## src/rtl/pacc_pwm.sv

```systemverilog
module pacc_pwm #(
  parameter int ACC_W  = 16,
  parameter int DUTY_W = 8,
  parameter int CFG_W  = 32
) (
  input  logic             clk,
  input  logic             rst_n,
  input  logic             en,
  input  logic             cfg_we,
  input  logic [CFG_W-1:0] cfg_word,
  input  logic             upd,
  output logic             pwm_out
);

  localparam int STEP_LSB = DUTY_W;
  localparam int USED_W   = STEP_LSB + ACC_W;

  logic [ACC_W-1:0]  sh_step, step_q, acc_q;
  logic [DUTY_W-1:0] sh_duty, duty_q;
  logic              pend_q;
  logic [ACC_W:0]    sum;
  logic              wrap, commit, step_zero;

  assign sum       = {1'b0, acc_q} + {1'b0, step_q};
  assign wrap      = sum[ACC_W];
  assign step_zero = (step_q == '0);
  assign commit    = pend_q && (!en || step_zero || wrap);

  generate
    if (CFG_W > USED_W) begin : g_hi
      logic unused_hi;
      assign unused_hi = ^cfg_word[CFG_W-1:USED_W];
    end
  endgenerate

  always_ff @(posedge clk or negedge rst_n) begin
    if (!rst_n) begin
      sh_step <= '0;
      sh_duty <= '0;
    end else if (cfg_we) begin
      sh_step <= cfg_word[STEP_LSB +: ACC_W];
      sh_duty <= cfg_word[DUTY_W-1:0];
    end
  end

  always_ff @(posedge clk or negedge rst_n) begin
    if (!rst_n) begin
      step_q <= '0;
      duty_q <= '0;
      pend_q <= 1'b0;
    end else if (commit) begin
      step_q <= sh_step;
      duty_q <= sh_duty;
      pend_q <= upd;
    end else if (upd) begin
      pend_q <= 1'b1;
    end
  end

  always_ff @(posedge clk or negedge rst_n) begin
    if (!rst_n)              acc_q <= '0;
    else if (!en)            acc_q <= '0;
    else if (commit && !wrap) acc_q <= '0;
    else                     acc_q <= sum[ACC_W-1:0];
  end

  assign pwm_out = en && !step_zero && (acc_q[ACC_W-1 -: DUTY_W] < duty_q);

  AST_ACC_ADVANCE: assert property (@(posedge clk) disable iff (!rst_n)
    (en && !commit) |=> (acc_q == ACC_W'($past(acc_q) + $past(step_q))));
  AST_OUT_LOW_DUTY0: assert property (@(posedge clk) disable iff (!rst_n)
    (duty_q == '0) |-> !pwm_out);
  AST_ZERO_STEP_FROZEN: assert property (@(posedge clk) disable iff (!rst_n)
    (en && step_zero && !pend_q) |=> $stable(acc_q));
  AST_HOLD_MIDPERIOD: assert property (@(posedge clk) disable iff (!rst_n)
    (en && !step_zero && !wrap) |=> (step_q == $past(step_q) && duty_q == $past(duty_q)));
  AST_PEND_FROM_STROBE: assert property (@(posedge clk) disable iff (!rst_n)
    $rose(pend_q) |-> $past(upd));
  AST_DISABLE_CLEARS: assert property (@(posedge clk) disable iff (!rst_n)
    (!en) |=> (acc_q == '0));
  AST_DISABLE_LOW: assert property (@(posedge clk) disable iff (!rst_n)
    (!en) |-> !pwm_out);

endmodule

```

## config.mk

```make
export PLATFORM = sky130hd
export DESIGN_NAME = pacc_pwm
export DESIGN_NICKNAME = d
export VERILOG_FILES = /design/src/rtl/pacc_pwm.sv
export SDC_FILE = /design/constraint.sdc
export NUM_CORES = 1
export LEC_CHECK = 0
export CORE_UTILIZATION = 40
export CTS_CLUSTER_SIZE = 24
export DETAILED_ROUTE_END_ITERATION = 10
export HOLD_SLACK_MARGIN = 0.03
export SYNTH_ARGS = -nofsm -noshare
export SYNTH_HDL_FRONTEND = slang
export SYNTH_SLANG_ARGS = --single-unit
```

## constraint.sdc

```tcl
create_clock -name clk -period 4.4 [get_ports clk]
set_input_delay 0.44 -clock clk [delete_from_list [all_inputs] [get_ports clk]]
set_output_delay 0.44 -clock clk [all_outputs]
set_load 0.01 [all_outputs]
```

==> metrics.md, run 1 <==
| Metric | Value |
|---|---|
| Largest fanout on the critical path | `15` |
| Initial core utilization | `41.0%` |
| Worst Tran Pin Value | `1.18 ns` |
| Global Route Usage Sum | `15.1%` |
| Sink Count | `65` |
| Synthesized Nets | `328` |
| Clk root buf | `clkbuf_8` |
| Post-DRT Antenna Nets | `0` |
| # resized after CTS | `0` |
| DRT Pass-1 Iters | `4` |
| CP max stage delay | `0.51 ns` |
| MaxCap Viol Count | `0` |
| Area of the mapped netlist | `3350 sq um` |
| CP Launch Type | `flip-flop` |
| Crit-path cells | `ha_1 > fa_1 > a211oi_2 > o21a_2 > a21oi_2 > a31o_4 > o21ai_4 > buf_4 > mux2_4` |
| Clk pin slew, worst setup/hold paths | `0.07 ns` |
| Cts bufs inserted | `9` |
| Place WS | `1.16 ns` |
| WL final | `5880 um` |
| Fin. Hold Viols | `0` |
| Hold WS | `0.255 ns` |
| First-pass GRT wire length | `9800 um` |
| Most frequent cells in the layout | `dfrtp_1, mux2_2, clkdlybuf4s50_1, ha_1, nor2_1` |
| Clock skew | `0.00585 ns` |
| Diodes inserted | `0` |
| R2R setup slack | `1.18 ns` |
| TritonCTS clock tree | `built` |
| Largest net degree at the start of global routing | `66` |
| Worst VDD drop | `0.243 mV` |
| Worst rel slew slack | `21.0%` |
| Maximum clock insertion buffer count | `2` |
| Drt initial violations | `43` |
| Die Wd | `93.5 um` |
| Via count | `2115` |
| Rows | `33` |
| Initial antenna violation count | `0` |
| Total setup buffers inserted after CTS | `0` |
| Cell total after placement | `397` |
| Vias/cell | `5.12` |
| Tmin final | `3.22 ns` |
| DIE HEIGHT | `93.5 um` |
| Clk_lat worst skew | `0.35 ns` |
| Area added between synthesis and finish | `16.4%` |
| Final Wtd Congestion | `0.811` |
| Worst Setup Slack, final | `1.18 ns` |
| Most common cell after layout, fill and taps aside | `dfrtp_1` |
| Final period util | `73.2%` |
| Unrepaired setup endpoints after global routing | `no` |
| Htree depth | `3` |
| Cell Area, Placed | `3730 sq um` |
| Worst Setup End Kind | `flip-flop` |
| Port Buffer Count | `29` |
| Layout cells sized above 1 | `24.0%` |
| Fmax | `311 MHz` |
| Final Non-Filler Cells | `413` |
| CP arrival | `3.45 ns` |
| Post-CTS Hold Buffers | `0` |
| Synth Warn # | `0` |
| Count of different cell masters after synthesis | `41` |
| Leakage | `1.81 nW` |
| Worst min-delay path category | `in -> async` |
| WP data required | `4.63 ns` |
| Cell count after synthesis | `267` |
| Core ar. | `8180 sq um` |
| Residual DRC | `0` |
| Grt total ovfl | `0` |
| Average size of a mapped cell | `12.6 sq um` |
| Run status | `completed` |
| Yosys reg bits | `65` |
| Power Density | `654 nW/um^2` |
| Crit Path Class | `reg -> reg` |
| Setup TNS | `0 ns` |
| Die Area | `8750 sq um` |
| Vias in the first global route | `2049` |
| Final setup vio count | `0` |
| Seq/Total Area, Yosys | `48.5%` |
| Hpwl dp | `4100 um` |
| Final max-slew violation count | `0` |
| Post-Layout Inst Area | `3900 sq um` |
| # IOs | `38` |
| Crit-path slowest cell | `o21ai_4` |
| Wire per inst | `14.2 um` |
| # nets final | `364` |
[path summary, 6_finish.rpt]
check / startpoint / cells after the start / end
worst max register to register: step_q[0]$_DFFE_PN0N_ / 9 / step_q[5]$_DFFE_PN0N_
worst max-delay path: step_q[0]$_DFFE_PN0N_ / 9 / step_q[5]$_DFFE_PN0N_
min in group clk: sh_duty[6]$_DFFE_PN0P_ / 1 / duty_q[6]$_DFFE_PN0N_
max in group asynchronous: rst_n / 2 / acc_q[14]$_DFF_PN0_
worst min-delay path: rst_n / 2 / sh_step[5]$_DFFE_PN0P_
worst min register to register: sh_duty[6]$_DFFE_PN0P_ / 1 / duty_q[6]$_DFFE_PN0N_
[logic make-up (layout without fill, tap and decap cells)]
family	Yosys count	after routing	synth area share (%)
fa+ha+maj	24	24	9.18
flops	65	65	48.5
compound gates	57	57	11.7
xor+xnor	12	12	3.14
buf+inv	18	59	3.25
simple gates	43	43	5.82
mux	48	48	18.4
[critical path, delay by kind of cell, from the launching register on]
family                     cells  cell delay (ns)
DFF                            1             0.40
muxes                          1             0.32
AOI/OAI and AO/OA              5             1.30
adders and majority gates      2             0.70
buffers and inverters          1             0.37
[metrics by stage]
stage / power, mW / util [%]
after global routing: 2.76 / 47.7
after CTS: 2.57 / 47.7
after floorplan: 1.89 / -
after detailed placement: 2.11 / 45.6
final: 2.55 / 47.7
after global placement: 2.10 / 45.6
[cells in the mapped netlist, drive strengths merged]
cell type / instances / area, sq um
o21ai: 11 / 70.1
nor3: 3 / 15.0
o211ai: 4 / 30.0
a2111oi: 2 / 17.5
o221ai: 1 / 8.76
nand2b: 1 / 6.26
xor2: 7 / 61.3
nand4: 2 / 12.5
or2b: 1 / 7.51
mux2: 48 / 616
buf: 4 / 56.3
nor4: 4 / 25.0
o21a: 3 / 23.8
xnor2: 5 / 43.8
inv: 10 / 37.5
nand2: 7 / 26.3
a31o: 2 / 26.3
a21oi: 20 / 104
nor2: 21 / 78.8
a211oi: 4 / 35.0
and3: 1 / 6.26
ha: 23 / 288
fa: 1 / 20.0
o2111ai: 1 / 8.76
a41oi: 1 / 8.76
dfrtp: 65 / 1630
nor2b: 2 / 12.5
o21bai: 1 / 7.51
clkbuf: 4 / 15.0
nand3: 1 / 5.00
a21o: 7 / 52.6
[state kept, by name, summed over array words and instances, names as in the netlist]
signal / count
sh_duty: 8
step_q: 16
acc_q: 16
sh_step: 16
duty_q: 8
pend_q: 1
[area by class of cell]
type / count / area, sq um
Inverter: 10 / 37.5
Fill cell: 765 / 4270
Multi-Input combinational cell: 184 / 1620
Timing Repair Buffer: 33 / 315
Clock inverter: 3 / 15.0
Sequential cell: 65 / 1630
Clock buffer: 13 / 159
Tap cell: 105 / 131
[per-layer routing]
layer / vias up / track usage [%] / wire length, um
met4: 0 / 6.92 / 110
met3: 10 / 4.39 / 180
li1: 1039 / - / -
met2: 25 / 24.5 / 2770
met5: - / 0 / 0
met1: 1041 / 18.6 / 2820
[report_power, final]
part,switching [mW],internal (mW),total [mW]
Combinational,0.573,0.595,1.17
Sequential,0.144,0.788,0.932
Clock,0.219,0.233,0.452
Note: power is estimated with default switching activity, not from simulation.
==> inputs of run 2 (changes only) <==
clock period = 2.7 ns   (was 4.4 ns; I/O delays follow)
==> run 2 against run 1 <==
Compared with the run above:
- first-iteration DRC count grew 49%
- worst setup slack got worse by 1.1 ns
- critical path depth up 1
- clock skew increased by 0.011 ns
- maximum frequency up 24%
- sequential share of layout area shrank 1.8 points
- final cell count increased by 1.9%
- non-clock buffer count is 8 higher
- sequential cell count unchanged
- critical path type unchanged
- largest cell class is now multi-input gates
==> metrics.md, run 2 (same netlist as run 1, synthesis figures left out) <==
| Metric | Value |
|---|---|
| Setup TNS | `0 ns (unchanged)` |
| Clock skew | `0.0172 ns (was 0.00585 ns)` |
| MaxCap Viol Count | `0 (unchanged)` |
| Worst Tran Pin Value | `0.669 ns (was 1.18 ns)` |
| Residual DRC | `0 (unchanged)` |
| DIE HEIGHT | `93.5 um (unchanged)` |
| First-pass GRT wire length | `10300 um (was 9800 um)` |
| Area added between synthesis and finish | `21.5% (was 16.4%)` |
| Initial core utilization | `41.0% (unchanged)` |
| WL final | `6240 um (was 5880 um)` |
| Post-DRT Antenna Nets | `0 (unchanged)` |
| Worst Setup Slack, final | `0.113 ns (was 1.18 ns)` |
| Cts bufs inserted | `9 (unchanged)` |
| # IOs | `38 (unchanged)` |
| Core ar. | `8180 sq um (unchanged)` |
| Final setup vio count | `0 (unchanged)` |
| Unrepaired setup endpoints after global routing | `no (unchanged)` |
| Hold WS | `0.498 ns (was 0.255 ns)` |
| CP Launch Type | `flip-flop (unchanged)` |
| Wire per inst | `14.8 um (was 14.2 um)` |
| Final period util | `95.8% (was 73.2%)` |
| Crit-path slowest cell | `dfrtp_1 (was o21ai_4)` |
| Drt initial violations | `64 (was 43)` |
| Worst min-delay path category | `in -> async (unchanged)` |
| CP max stage delay | `0.39 ns (was 0.51 ns)` |
| Clk_lat worst skew | `0.35 ns (about the same)` |
| Crit Path Class | `reg -> reg (unchanged)` |
| Place WS | `0.0815 ns (was 1.16 ns)` |
| Capturing point of the worst reg2reg path | `duty_q[2]$_DFFE_PN0N_ (was step_q[5]$_DFFE_PN0N_)` |
| R2R cell count | `10 (was 9)` |
| Clk root buf | `clkbuf_8 (unchanged)` |
| Port Buffer Count | `29 (unchanged)` |
| Run status | `completed (unchanged)` |
| WP data required | `2.92 ns (was 4.63 ns)` |
| Final max-slew violation count | `0 (unchanged)` |
| Die Area | `8750 sq um (unchanged)` |
| Grt total ovfl | `0 (unchanged)` |
| Crit path buffers/inverters | `2 (was 1)` |
| Layout cells sized above 1 | `26.3% (was 24.0%)` |
| Die Wd | `93.5 um (unchanged)` |
| Largest registers | `acc_q x16, sh_step x16, step_q x16 (unchanged)` |
| Via count | `2165 (was 2115)` |
| Most common cell after layout, fill and taps aside | `dfrtp_1 (unchanged)` |
| Rows | `33 (unchanged)` |
| Fin. Hold Viols | `0 (unchanged)` |
| R2R setup slack | `0.11 ns (was 1.18 ns)` |
| Largest net degree at the start of global routing | `39 (was 66)` |
| Fmax | `387 MHz (was 311 MHz)` |
| Cell family with most CP delay | `compound AO/OA/AOI/OAI gates (unchanged)` |
| # nets final | `372 (was 364)` |
| Hpwl dp | `4320 um (was 4100 um)` |
| CP arrival | `2.81 ns (was 3.45 ns)` |
| Vias/cell | `5.14 (was 5.12)` |
| Worst rel slew slack | `55.4% (was 21.0%)` |
| Sink Count | `65 (unchanged)` |
| Htree depth | `3 (unchanged)` |
| Final Wtd Congestion | `0.831 (was 0.811)` |
| Maximum clock insertion buffer count | `2 (unchanged)` |
| FF-to-FF Start | `step_q[0]$_DFFE_PN0N_ (unchanged)` |
| Initial antenna violation count | `0 (unchanged)` |
| Worst VDD drop | `0.477 mV (was 0.243 mV)` |
| TritonCTS clock tree | `built (unchanged)` |
| Diodes inserted | `0 (unchanged)` |
| Power Density | `1090 nW/um^2 (was 654 nW/um^2)` |
| Largest fanout on the critical path | `6 (was 15)` |
| Crit-path cells | `ha_2 > fa_2 > a211oi_2 > o21a_2 > a21oi_2 > a31o_4 > o21ai_4 > buf_12 > clkbuf_16 > mux2_4 (was ha_1 > fa_1 > a211oi_2 > o21a_2 > a21oi_2 > a31o_4 > o21ai_4 > buf_4 > mux2_4)` |
| Clk pin slew, worst setup/hold paths | `0.08 ns (was 0.07 ns)` |
| Tmin final | `2.59 ns (was 3.22 ns)` |
| Most frequent cells in the layout | `dfrtp_1, mux2_2, clkdlybuf4s50_1, ha_1, nor2_1 (unchanged)` |
| Leakage | `1.89 nW (was 1.81 nW)` |
| Global Route Usage Sum | `15.6% (was 15.1%)` |
| Vias in the first global route | `2158 (was 2049)` |
| Worst Setup End Kind | `flip-flop (unchanged)` |
| DRT Pass-1 Iters | `4 (unchanged)` |
==> run 2: stage by stage <==
| step | total power, mW | utilization [%] | instances | cell area [sq um] |
|---|---|---|---|---|
| floorplan | 3.09 | - | 267 | 3350 |
| global placement | 3.49 | 46.4 | 401 | 3790 |
| detailed placement | 3.54 | 46.4 | 401 | 3790 |
| CTS | 4.37 | 48.9 | 418 | 4000 |
| global route | 4.80 | 49.8 | 421 | 4070 |
| finish | 4.43 | 49.8 | 421 | 4070 |
==> run 2: worst max-delay path by stage <==
| stage | cells after the start | endpoint | start |
|---|---|---|---|
| floorplan | 9 | duty_q[2]$_DFFE_PN0N_ | step_q[0]$_DFFE_PN0N_ |
| global placement | 9 | step_q[15]$_DFFE_PN0N_ | step_q[0]$_DFFE_PN0N_ |
| detailed placement | 9 | duty_q[7]$_DFFE_PN0N_ | step_q[0]$_DFFE_PN0N_ |
| CTS | 9 | duty_q[0]$_DFFE_PN0N_ | step_q[0]$_DFFE_PN0N_ |
| global route | 10 | duty_q[0]$_DFFE_PN0N_ | step_q[0]$_DFFE_PN0N_ |
| finish | 10 | duty_q[2]$_DFFE_PN0N_ | step_q[0]$_DFFE_PN0N_ |
==> run 2: cell type report <==
type / instances / area (sq um)
Multi-Input combinational cell: 184 / 1630
Clock buffer: 13 / 149
Tap cell: 105 / 131
Inverter: 10 / 37.5
Timing Repair Buffer: 41 / 462
Fill cell: 723 / 4100
Clock inverter: 3 / 40.0
Sequential cell: 65 / 1630
==> run 2: what timing repair did <==
action,in CTS,in global routing
resized for setup,3,2
cloned,0,2
endpoints found under the setup margin,1,24
pin swaps,0,1
setup buffers,0,1
hold buffers,1,0
hold endpoints to repair,27,0
==> run 2: layer usage <==
layer / vias up / routed length, um / global-route usage [%]
met2: 32 / 2980 / 25.3
met1: 1077 / 2970 / 19.9
met5: - / 0 / 0
met4: 0 / 65 / 5.77
li1: 1049 / - / -
met3: 7 / 216 / 4.39
==> run 2: power by group <==
| part | internal (mW) | leakage [nW] | switching [mW] |
|---|---|---|---|
| Combinational | 1.11 | 1.00 | 0.997 |
| Sequential | 1.28 | 0.784 | 0.238 |
| Clock | 0.450 | 0.0974 | 0.355 |
==> inputs of run 3 (changes only) <==
CORE_UTILIZATION = 51   (was 40)
PLACE_DENSITY = 0.76   (was default)
==> run 3 against run 2 <==
Compared with the run above:
- the flow now finishes with violations (setup timing)
- sequential power about the same
- clock power up 17%
- via count up 1.9%
- non-clock buffer count unchanged
- sequential cell count unchanged
- maximum frequency down 4.2%
- die area down 21%
==> metrics.md, run 3 (same netlist as run 1, synthesis figures left out) <==
| Metric | Value |
|---|---|
| Sink Count | `65 (unchanged)` |
| Hold WS | `0.478 ns (was 0.498 ns)` |
| Grt met3 use | `6.46% (was 4.39%)` |
| Cell Area, Placed | `3730 sq um (was 3790 sq um)` |
| Worst Setup Slack, final | `-0.0000646 ns (was 0.113 ns)` |
| Busiest grt layer | `met2 (unchanged)` |
| Most common cell after layout, fill and taps aside | `dfrtp_1 (unchanged)` |
| Grt total ovfl | `0 (unchanged)` |
| DRT Pass-1 Iters | `4 (unchanged)` |
| Port Buffer Count | `29 (unchanged)` |
| Run status | `finished, violations left (was completed)` |
| MaxCap Viol Count | `0 (unchanged)` |
| Core Util, Final | `64.3% (was 49.8%)` |
| Most frequent cells in the layout | `dfrtp_1, clkdlybuf4s50_1, mux2_2, mux2_4, ha_1 (was dfrtp_1, mux2_2, clkdlybuf4s50_1, ha_1, nor2_1)` |
| Final setup vio count | `1 (was 0)` |
| Clk pin slew, worst setup/hold paths | `0.07 ns (was 0.08 ns)` |
| Clk_lat worst skew | `0.35 ns (about the same)` |
| Unrepaired setup endpoints after global routing | `yes (was no)` |
| Residual DRC | `0 (unchanged)` |
| Die Area | `6900 sq um (was 8750 sq um)` |
| TritonCTS clock tree | `built (unchanged)` |
| DIE HEIGHT | `83.1 um (was 93.5 um)` |
| Core ar. | `6350 sq um (was 8180 sq um)` |
| Worst Setup End Kind | `flip-flop (unchanged)` |
| Layout cells sized above 1 | `26.9% (was 26.3%)` |
| Initial core utilization | `52.8% (was 41.0%)` |
| Met1 GRT Util | `23.4% (was 19.9%)` |
| Failing checks | `setup timing` |
| Post-DRT Antenna Nets | `0 (unchanged)` |
| Worst rel slew slack | `71.0% (was 55.4%)` |
| Crit Path Class | `reg -> reg (unchanged)` |
| CP arrival | `2.93 ns (was 2.81 ns)` |
| First-pass GRT wire length | `10600 um (was 10300 um)` |
| Global Route Usage Sum | `19.6% (was 15.6%)` |
| Initial antenna violation count | `0 (unchanged)` |
| Fmax | `370 MHz (was 387 MHz)` |
| Tmin final | `2.70 ns (was 2.59 ns)` |
| Largest registers | `acc_q x16, sh_step x16, step_q x16 (unchanged)` |
| CP Launch Type | `flip-flop (unchanged)` |
| Leakage | `1.91 nW (was 1.89 nW)` |
| # IOs | `38 (unchanged)` |
| WL final | `6350 um (was 6240 um)` |
| M2 GR Usage | `32.9% (was 25.3%)` |
| Worst min-delay path category | `in -> async (unchanged)` |
| Vias in the first global route | `2318 (was 2158)` |
| Via count | `2206 (was 2165)` |
| Largest net degree at the start of global routing | `66 (was 39)` |
| Cts bufs inserted | `9 (unchanged)` |
| R2R setup slack | `-0.00006 ns (was 0.11 ns)` |
| Post-Layout Inst Area | `4080 sq um (was 4070 sq um)` |
| Final period util | `100% (was 95.8%)` |
| Area added between synthesis and finish | `21.8% (was 21.5%)` |
| Rows | `29 (was 33)` |
| Final Wtd Congestion | `0.947 (was 0.831)` |
| # nets final | `372 (unchanged)` |
| Clock skew | `0.00816 ns (was 0.0172 ns)` |
| Drt initial violations | `98 (was 64)` |
| Die Wd | `83.1 um (was 93.5 um)` |
| Worst Tran Pin Value | `0.430 ns (was 0.669 ns)` |
| Final max-slew violation count | `0 (unchanged)` |
| Vias/cell | `5.61 (was 5.14)` |
| Clk root buf | `clkbuf_8 (unchanged)` |
| Hpwl dp | `4060 um (was 4320 um)` |
| Htree depth | `3 (unchanged)` |
| Largest fanout on the critical path | `6 (unchanged)` |
| Fin. Hold Viols | `0 (unchanged)` |
| Diodes inserted | `0 (unchanged)` |
| Wire per inst | `16.2 um (was 14.8 um)` |
| Maximum clock insertion buffer count | `2 (unchanged)` |
| Worst VDD drop | `0.698 mV (was 0.477 mV)` |
| Power Density | `1130 nW/um^2 (was 1090 nW/um^2)` |
| WP data required | `2.93 ns (was 2.92 ns)` |
==> run 3: cell count changes in the layout (fill, tap and decap cells not counted), sizes merged <==
| cell | delta |
|---|---|
| clkbuf | -3 |
| inv | +1 |
| bufinv | +1 |
| clkinvlp | +1 |
==> run 3: worst paths after layout <==
| kind | from | to | depth (start not counted) |
|---|---|---|---|
| worst min register to register | sh_step[3]$_DFFE_PN0P_ | step_q[3]$_DFFE_PN0N_ | 1 |
| worst max-delay path | step_q[0]$_DFFE_PN0N_ | step_q[1]$_DFFE_PN0N_ | 9 |
| worst max register to register | step_q[0]$_DFFE_PN0N_ | step_q[1]$_DFFE_PN0N_ | 9 |
| min in group clk | sh_step[3]$_DFFE_PN0P_ | step_q[3]$_DFFE_PN0N_ | 1 |
| max in group asynchronous | rst_n | sh_duty[6]$_DFFE_PN0P_ | 3 |
| worst min-delay path | rst_n | sh_step[7]$_DFFE_PN0P_ | 3 |
==> run 3: critical path, cell delays in order, from the launching register on <==
cell	delay [ns]
dfrtp_1	0.42
ha_4	0.18
fa_2	0.37
a211oi_2	0.28
o21a_2	0.19
a21oi_4	0.06
a31o_4	0.26
o21ai_4	0.29
clkbuf_16	0.23
mux2_4	0.30
==> run 3: routing by layer <==
layer | part of all wire [%] | vias to the layer above
met2 | 49 | 48
li1 | - | 1056
met1 | 45 | 1089
met3 | 4.4 | 13
met4 | 2.0 | 0
met5 | 0 | -
==> run 3: layout make-up <==
type | instances | area, sq um
Clock inverter | 6 | 90.1
Timing Repair Buffer | 41 | 440
Fill cell | 508 | 2270
Inverter | 10 | 37.5
Multi-Input combinational cell | 184 | 1660
Clock buffer | 10 | 138
Sequential cell | 65 | 1630
Tap cell | 77 | 96.3
==> run 3: where the power goes <==
group,internal [mW],leakage (nW),switching (mW),total (mW)
Sequential,1.28,0.784,0.245,1.53
Combinational,1.11,1.01,1.02,2.13
Clock,0.548,0.113,0.391,0.938
==> run 3: what timing repair did <==
| item | 4_1_cts | 5_1_grt |
|---|---|---|
| resized for setup | 2 | 8 |
| setup endpoints to repair | 1 | 24 |
| gates cloned | 0 | 3 |
| hold endpoints to repair | 65 | 0 |
| buffers inserted | 0 | 2 |
| pin swaps | 0 | 7 |
| hold buffers | 1 | 0 |
==> run 3: through the flow <==
step / total power, mW / setup TNS (ns) / cells / setup WS (ns)
after floorplan: 3.09 / 0 / 267 / 0.134
after global placement: 3.42 / 0 / 371 / 0.0941
after detailed placement: 3.50 / 0 / 371 / 0.0551
after CTS: 4.47 / 0 / 388 / 0.0368
after global routing: 4.93 / -1.74 / 393 / -0.0899
final: 4.60 / -0.0000646 / 393 / -0.0000646
